File: config.mk
export PLATFORM = sky130hd
export DESIGN_NAME = irq_tmr_top
export DESIGN_NICKNAME = d
export VERILOG_FILES = /design/src/rtl/irq_tmr_pkg.sv /design/src/rtl/irq_tmr_prescaler.sv /design/src/rtl/irq_tmr_counter.sv /design/src/rtl/irq_tmr_regs.sv /design/src/rtl/irq_tmr_top.sv
export SDC_FILE = /design/constraint.sdc
export NUM_CORES = 1
export LEC_CHECK = 0
export BUFFER_PORTS_ARGS = -buffer_cell sky130_fd_sc_hd__clkbuf_2
export CORE_ASPECT_RATIO = 0.5
export CORE_UTILIZATION = 58
export CTS_BUF_LIST = sky130_fd_sc_hd__clkbuf_16
export DETAILED_ROUTE_END_ITERATION = 8
export PLACE_DENSITY = 0.9
export SETUP_SLACK_MARGIN = 0.5
export SYNTH_ARGS = -nofsm -noshare
export SYNTH_HDL_FRONTEND = slang
export SYNTH_SLANG_ARGS = --single-unit
File: constraint.sdc
create_clock -name clk_i -period 2.6 [get_ports clk_i]
set_input_delay 0.13 -clock clk_i [delete_from_list [all_inputs] [get_ports clk_i]]
set_output_delay 0.13 -clock clk_i [all_outputs]
set_load 0.05 [all_outputs]
File: src/rtl/irq_tmr_pkg.sv
package irq_tmr_pkg;
  localparam int unsigned CTRL_MODE_BIT = 2;
  localparam int unsigned CTRL_EN_BIT   = 1;
  localparam int unsigned CTRL_KEEP_BIT = 0;

  typedef struct packed {
    logic mode_cycle;
    logic enable;
    logic keep;
  } ctrl_t;

  localparam ctrl_t CTRL_RST = '{mode_cycle: 1'b0, enable: 1'b0, keep: 1'b0};
endpackage

File: src/rtl/irq_tmr_prescaler.sv
module irq_tmr_prescaler #(
  parameter int unsigned NUM = 341,
  parameter int unsigned DEN = 3
) (
  input  logic clk_i,
  input  logic rst_ni,
  input  logic restart_i,
  input  logic adv_i,
  output logic tick_o
);
  localparam int unsigned AW = $clog2(NUM + 1);
  localparam logic [AW-1:0] NUM_V  = AW'(NUM);
  localparam logic [AW-1:0] DEN_V  = AW'(DEN);
  localparam logic [AW-1:0] WRAP_V = AW'(NUM - DEN);

  logic [AW-1:0] acc_q;
  logic          under;

  // subtracting DEN would land at or below zero
  assign under  = (acc_q <= DEN_V);
  assign tick_o = adv_i && under;

  always_ff @(posedge clk_i or negedge rst_ni) begin
    if (!rst_ni)          acc_q <= NUM_V;
    else if (restart_i)   acc_q <= NUM_V;
    else if (adv_i) begin
      if (under)          acc_q <= acc_q + WRAP_V;
      else                acc_q <= acc_q - DEN_V;
    end
  end

  a_r5_acc_range: assert property (@(posedge clk_i) disable iff (!rst_ni)
    (acc_q != '0) && (acc_q <= NUM_V));

  a_r5_restart: assert property (@(posedge clk_i) disable iff (!rst_ni)
    restart_i |=> (acc_q == NUM_V));

  a_r6_hold: assert property (@(posedge clk_i) disable iff (!rst_ni)
    (!adv_i && !restart_i) |=> $stable(acc_q));
endmodule

File: src/rtl/irq_tmr_counter.sv
module irq_tmr_counter #(
  parameter int unsigned W = 8
) (
  input  logic         clk_i,
  input  logic         rst_ni,
  input  logic         load_i,
  input  logic         step_i,
  input  logic [W-1:0] latch_i,
  output logic         wrap_o,
  output logic [W-1:0] cnt_o
);
  localparam logic [W-1:0] TOP = {W{1'b1}};

  logic [W-1:0] cnt_q;

  assign wrap_o = step_i && (cnt_q == TOP);
  assign cnt_o  = cnt_q;

  always_ff @(posedge clk_i or negedge rst_ni) begin
    if (!rst_ni)       cnt_q <= '0;
    else if (load_i)   cnt_q <= latch_i;
    else if (step_i) begin
      if (cnt_q == TOP) cnt_q <= latch_i;
      else              cnt_q <= cnt_q + 1'b1;
    end
  end

  a_r4_increment: assert property (@(posedge clk_i) disable iff (!rst_ni)
    (step_i && !load_i && (cnt_q != TOP)) |=> (cnt_q == $past(cnt_q) + 1'b1));

  a_r4_reload_on_wrap: assert property (@(posedge clk_i) disable iff (!rst_ni)
    (step_i && !load_i && (cnt_q == TOP)) |=> (cnt_q == $past(latch_i)));

  a_r6_frozen: assert property (@(posedge clk_i) disable iff (!rst_ni)
    (!step_i && !load_i) |=> $stable(cnt_q));
endmodule

File: src/rtl/irq_tmr_regs.sv
module irq_tmr_regs
  import irq_tmr_pkg::*;
#(
  parameter int unsigned W = 8
) (
  input  logic         clk_i,
  input  logic         rst_ni,
  input  logic         wr_reload_i,
  input  logic         wr_ctrl_i,
  input  logic         wr_ack_i,
  input  logic [W-1:0] wdata_i,
  input  logic         wrap_i,
  output logic [W-1:0] latch_o,
  output ctrl_t        ctrl_o,
  output logic         restart_o,
  output logic         pending_o
);
  logic [W-1:0] latch_q;
  ctrl_t        ctrl_q;
  logic         pend_q;

  assign restart_o = wr_ctrl_i && wdata_i[CTRL_EN_BIT];
  assign latch_o   = latch_q;
  assign ctrl_o    = ctrl_q;
  assign pending_o = pend_q;

  always_ff @(posedge clk_i or negedge rst_ni) begin
    if (!rst_ni)          latch_q <= '0;
    else if (wr_reload_i) latch_q <= wdata_i;
  end

  always_ff @(posedge clk_i or negedge rst_ni) begin
    if (!rst_ni) ctrl_q <= CTRL_RST;
    else if (wr_ctrl_i) begin
      ctrl_q.mode_cycle <= wdata_i[CTRL_MODE_BIT];
      ctrl_q.enable     <= wdata_i[CTRL_EN_BIT];
      ctrl_q.keep       <= wdata_i[CTRL_KEEP_BIT];
    end else if (wr_ack_i) begin
      ctrl_q.enable     <= ctrl_q.keep;
    end
  end

  always_ff @(posedge clk_i or negedge rst_ni) begin
    if (!rst_ni)                     pend_q <= 1'b0;
    else if (wr_ctrl_i || wr_ack_i)  pend_q <= 1'b0;
    else if (wrap_i)                 pend_q <= 1'b1;
  end

  a_r3_ctrl_clears: assert property (@(posedge clk_i) disable iff (!rst_ni)
    wr_ctrl_i |=> !pend_q);

  a_r7_ack_clears: assert property (@(posedge clk_i) disable iff (!rst_ni)
    wr_ack_i |=> !pend_q);

  a_r7_ack_restore: assert property (@(posedge clk_i) disable iff (!rst_ni)
    (wr_ack_i && !wr_ctrl_i) |=> (ctrl_q.enable == $past(ctrl_q.keep)));

  a_r8_hold_low: assert property (@(posedge clk_i) disable iff (!rst_ni)
    (pend_q && !wr_ctrl_i && !wr_ack_i) |=> pend_q);

  a_r8_rise_on_wrap: assert property (@(posedge clk_i) disable iff (!rst_ni)
    $rose(pend_q) |-> $past(wrap_i));
endmodule

File: src/rtl/irq_tmr_top.sv
module irq_tmr_top
  import irq_tmr_pkg::*;
#(
  parameter int unsigned CNT_W  = 8,
  parameter int unsigned PS_NUM = 341,
  parameter int unsigned PS_DEN = 3
) (
  input  logic             clk_i,
  input  logic             rst_ni,
  input  logic             cpu_ce_i,
  input  logic             wr_reload_i,
  input  logic             wr_ctrl_i,
  input  logic             wr_ack_i,
  input  logic [CNT_W-1:0] wdata_i,
  output logic             irq_no
);
  logic [CNT_W-1:0] latch;
  logic [CNT_W-1:0] cnt;
  ctrl_t            ctrl;
  logic             restart, pending, wrap, run, ps_adv, ps_tick, step;

  // register writes take the cycle; no count step alongside them
  assign run    = ctrl.enable && cpu_ce_i && !wr_ctrl_i && !wr_ack_i;
  assign ps_adv = run && !ctrl.mode_cycle;
  assign step   = ctrl.mode_cycle ? run : ps_tick;
  assign irq_no = !pending;

  irq_tmr_regs #(.W(CNT_W)) u_regs (
    .clk_i, .rst_ni, .wr_reload_i, .wr_ctrl_i, .wr_ack_i, .wdata_i,
    .wrap_i(wrap), .latch_o(latch), .ctrl_o(ctrl),
    .restart_o(restart), .pending_o(pending)
  );

  irq_tmr_prescaler #(.NUM(PS_NUM), .DEN(PS_DEN)) u_ps (
    .clk_i, .rst_ni, .restart_i(restart), .adv_i(ps_adv), .tick_o(ps_tick)
  );

  irq_tmr_counter #(.W(CNT_W)) u_cnt (
    .clk_i, .rst_ni, .load_i(restart), .step_i(step), .latch_i(latch),
    .wrap_o(wrap), .cnt_o(cnt)
  );

  a_r9_write_blocks_step: assert property (@(posedge clk_i) disable iff (!rst_ni)
    (wr_ack_i && !wr_ctrl_i) |=> $stable(cnt));

  a_r6_disabled_frozen: assert property (@(posedge clk_i) disable iff (!rst_ni)
    (!ctrl.enable && !wr_ctrl_i) |=> $stable(cnt));

  a_r3_load: assert property (@(posedge clk_i) disable iff (!rst_ni)
    (wr_ctrl_i && wdata_i[CTRL_EN_BIT]) |=> (cnt == $past(latch)));
endmodule

# Word level (Yosys, flattened, before mapping)
# Index checks and enable logic that the tools add are counted.
# classes
addsub	3
n_mul	0
div_mod_pow	0
n_lt_le_gt_ge	1
eq_ne	1
n_shift	0
mux	11
bitwise_logic	0
reduce_logical	16
# ops
op	count
9-bit two-way mux	3
8-bit two-way mux	3
9-bit adder (second input constant)	1
9-bit by 2-bit <= comparator with 1-bit output (second input constant)	1
9-bit by 2-bit subtractor with 9-bit output (second input constant)	1
8-bit by 1-bit adder with 8-bit output (second input constant)	1
8-bit == test (second input constant)	1
2-bit nonzero test	4
1-bit logical AND	7
1-bit two-way mux	5
1-bit zero test	4
1-bit logical OR	1
# word_totals
reg_bits	29
latch_bits	0
mem_bits_rw	0
romBits	0
inputBits	14
output_inout_bits	1
mem_count	0

# Longest topological paths before layout
# depth
ltp_word	9
ltp_mapped	7
mapped_depth_nobuf	6

# By module
# A second synthesis with hierarchy kept.
# hier_totals
cells_unflattened	158
area_unflattened_um2	1684.1
# modules_own_cells
module	instances	cells_each	area_per_inst_um2	seq_area_each_um2
irq_tmr_prescaler	1	63	610.6	231.5
irq_tmr_counter	1	61	546.8	200.2
irq_tmr_regs	1	28	486.7	300.3
irq_tmr_top	1	6	40.0	0.0

# Least setup slack after synthesis
# OpenSTA, ideal clock, no wires.
# synth_path
kind	reg2reg
from	register u_ps.acc_q[1]
to	register u_cnt.cnt_q[1], in the netlist u_cnt.cnt_o[1]
t_arrival_ns	1.828
path_slack_ns	0.647
stages_incl_launch_ff	7
period_less_slack_ns	1.953
cell_sequence	dfrtp_1 ha_1 nand3b_1 and4_1 buf_2 nor2_1 mux2_2
# synth_via
elab_chain_cells	4
# synth_lines
element	line_no	text
start: declaration	irq_tmr_prescaler.sv:16	logic [AW-1:0] acc_q;
start signal: assignment	irq_tmr_prescaler.sv:27	if (under) acc_q <= acc_q + WRAP_V;
start signal: assignment	irq_tmr_prescaler.sv:28	else acc_q <= acc_q - DEN_V;
9-bit by 2-bit <= comparator with 1-bit output	irq_tmr_prescaler.sv:20	assign under = (acc_q <= DEN_V);
1-bit logical AND	irq_tmr_prescaler.sv:21	assign tick_o = adv_i && under;
1-bit two-way mux	irq_tmr_top.sv:25	assign step = ctrl.mode_cycle ? run : ps_tick;
2-bit nonzero test (no line)	--	
end signal: assignment	irq_tmr_counter.sv:21	else if (load_i) cnt_q <= latch_i;
end signal: assignment	irq_tmr_counter.sv:23	if (cnt_q == TOP) cnt_q <= latch_i;
end signal: assignment	irq_tmr_counter.sv:24	else cnt_q <= cnt_q + 1'b1;
end: declaration	irq_tmr_counter.sv:14	logic [W-1:0] cnt_q;
# Every way passes these cells.
# A chain may end at the register's enable or synchronous reset.

# Worst setup path after layout
# layout_path
from	register u_ps.acc_q[2]
to	register u_regs.pend_q, in the netlist u_regs.pending_o
# layout_via
elab_chain_cells	5
# layout_lines
element	line_no	text
9-bit by 2-bit <= comparator with 1-bit output	irq_tmr_prescaler.sv:20	
1-bit logical AND	irq_tmr_prescaler.sv:21	
1-bit two-way mux	irq_tmr_top.sv:25	
1-bit logical AND	irq_tmr_counter.sv:16	assign wrap_o = step_i && (cnt_q == TOP);
2-bit nonzero test (no line)	--	
end signal: assignment	irq_tmr_regs.sv:44	if (!rst_ni) pend_q <= 1'b0;
end signal: assignment	irq_tmr_regs.sv:45	else if (wr_ctrl_i || wr_ack_i) pend_q <= 1'b0;
end signal: assignment	irq_tmr_regs.sv:46	else if (wrap_i) pend_q <= 1'b1;
end: declaration	irq_tmr_regs.sv:20	logic pend_q;
# Every way passes these cells.

==> metrics.txt <==
Syn Area/Cell 10.2 um2; power after layout 0.00132 W; fmax 480 MHz; maximum vdd drop 0.507 mV; routability cong. 0.882; Die W 77.3 um; share of layout cells above drive strength 1 0.263; CTS H-tree lvls 2; outcome finished clean; routed wire length 3.62 mm; Crit path arrival time 2270 ps; skew final 7.77 ps; count of input and output buffers 14; grt peak-use layer met2; max-slew violation total from the final report 0; Via Count 1,380; syn_nets 179; worst slack, placed 489 ps; delay-heaviest family, CP simple AND/OR/NAND/NOR gates; crit end category register; startpoint types register; clock-pin slew on the worst setup and hold paths 50 ps; Distinct cells, synth 52; via/cell ratio 6.39; Syn. warnings 0; Buf+Inv Stages, Crit Path 1; initial core utilization 0.624; post-route insts no fill 216; chip height 39.7 um; P&R area growth vs syn 16.2%; initial antenna violation count 0; Post-synth EDFFs 0; setup ws final 515 ps; Clock Tree Root clkbuf_16; RSZ-0062 raised after global routing true; largest net degree at the start of global routing 30; DRT Pass-1 Iters 4; deepest clock path buffer count 2; # DRC 0; Sink Count 29; Cell Chain, Critical Path inv_1 -> ha_1 -> nand3b_1 -> a31oi_2 -> or4_4 -> a211oi_2; Setup violations, final 0; die area 3070 um2; Pwr Density 689 nW/um2; number of global-route vias before repair 1,195; Worst path slowest cell dfstp_2; dpl cells 207; final setup TNS 0 ps; clock buffers created by TritonCTS 5; All-Layer GR Usage 0.269; WHS 83.5 ps; Ant. Diodes 0; period utilisation layout 0.802; asr flop ratio synth 1.00; mapped cell area 1650 um2; leak pwr 0.781 nW; Synth Flop Type dfrtp_1; Critical Path RT 2790 ps; max incr delay on CP 580 ps; Mapped Cells 161; max_slew headroom 0.528; CTS tree built; sequential area share after synthesis 0.445; clock latency on the worst-skew pair 280 ps; routed len/inst 16.7 um; crit path max fanout 6; commonest cells after routing, fill and taps aside dfrtp_1, nand2_1, clkbuf_2; # nets final 197; FF+latch count, synth 29; Detailed Place HPWL 2.25 mm; first-pass GRT wire length 5.64 mm; minimum clock period 2080 ps; GR Layer Usage met1 0.326; met2 usage 0.420; most common cell after layout, fill and taps aside dfrtp_1; max-cap check violation count 0; Filler cells 176; num rows 13; routing usage on met3 0.100; Setup CP Type register to register; Hold Crit Class input port to register; io pins 15; initial DRC count 112; Routed Antenna Nets 0; gr ovfl total 0; Final Hold Fails 0; Core Area 2640 um2; Least-Margin Pin Slew 708 ps
sequential cells by signal (all words and copies together) (netlist names):
signal / cells
u_regs.ctrl_o: 3
u_ps.acc_q: 9
u_regs.pending_o: 1
u_regs.latch_o: 8
u_cnt.cnt_o: 8
final timing paths:
| kind | start | to | slack (ps) | cells after the start |
|---|---|---|---|---|
| max in group asynchronous | rst_ni | u_regs.ctrl_o[0] | 1700 | 2 |
| worst min register to register | u_regs.latch_o[5] | u_regs.latch_o[5] | 510 | 1 |
| worst max register to register | u_ps.acc_q[2] | u_regs.pending_o | 520 | 6 |
| worst min-delay path | wdata_i[5] | u_regs.latch_o[5] | 80 | 2 |
| min in group asynchronous | rst_ni | u_ps.acc_q[3] | 430 | 2 |
| worst max-delay path | u_ps.acc_q[2] | u_regs.pending_o | 520 | 6 |
where the power goes:
group	internal (W)	switching, W	leakage (nW)	total [W]
Sequential	0.000515	0.0000700	0.348	0.000585
Combinational	0.000104	0.000104	0.364	0.000208
Clock	0.000340	0.000184	0.0685	0.000524
Total	0.000959	0.000358	0.781	0.00132
cell families (layout without fill, tap and decap cells):
family | Yosys count | after routing | synth area share
adder cells (fa/ha/maj) | 4 | 4 | 0.0304
multiplexers | 14 | 14 | 0.0928
AND/OR/NAND/NOR | 57 | 57 | 0.214
AO/OA/AOI/OAI | 43 | 43 | 0.179
flip-flops | 29 | 29 | 0.445
buffers and inverters | 13 | 31 | 0.0327
XOR/XNOR | 1 | 1 | 0.00532
cell type report:
class,count,area (um2),share of cell area
multi-input combinational,119,880,0.460
clock buffer,5,125,0.0654
timing repair buffer,17,95.1,0.0497
tap,37,46.3,0.0242
clock inverter,2,7.51,0.00393
inverter,7,26.3,0.0137
sequential,29,732,0.383
per-stage QoR:
stage / instance area (um2) / util
final: 1910 / 0.726
after global routing: 1910 / 0.726
after global placement: 1740 / 0.661
after CTS: 1890 / 0.719
after floorplan: 1650 / -
after detailed placement: 1740 / 0.661
Yosys cell counts (2+ instances only):
cell	number	area (um2)
clkbuf_1	2	7.51
o21ai_1	2	10.0
nand3_1	3	15.0
inv_1	7	26.3
o22ai_1	3	18.8
nor3_1	4	20.0
a21oi_1	9	45.0
ha_1	4	50.1
mux2i_1	4	40.0
o211ai_1	2	15.0
a31oi_1	3	18.8
o21ai_0	8	40.0
nand4_1	5	31.3
dfstp_2	5	131
o2bb2ai_1	4	35.0
and3_1	2	12.5
a2bb2oi_1	2	17.5
or4_1	3	22.5
nor2_1	7	26.3
nand2_1	14	52.6
a32oi_1	2	17.5
dfrtp_1	24	601
mux2_2	10	113
buf_2	3	15.0
nor4_1	2	12.5
what timing repair did:
item | 4_1_cts | 5_1_grt
gates resized for setup | 1 | 3
hold buffers | 1 | 0
buffers inserted | 1 | 0
pin swaps | 0 | 0
endpoints found under the setup margin | 2 | 4
gates cloned | 0 | 0
endpoints found under the hold margin | 24 | 0
per-layer routing:
layer  part of all wire  up-vias  wire length (um)
met5                  0        -                 0
met2               0.46       54              1660
met4              0.027        0                96
met3              0.067       13               243
met1               0.45      661              1620
li1                   -      652                 -
Power figures use the tool's default switching activity.
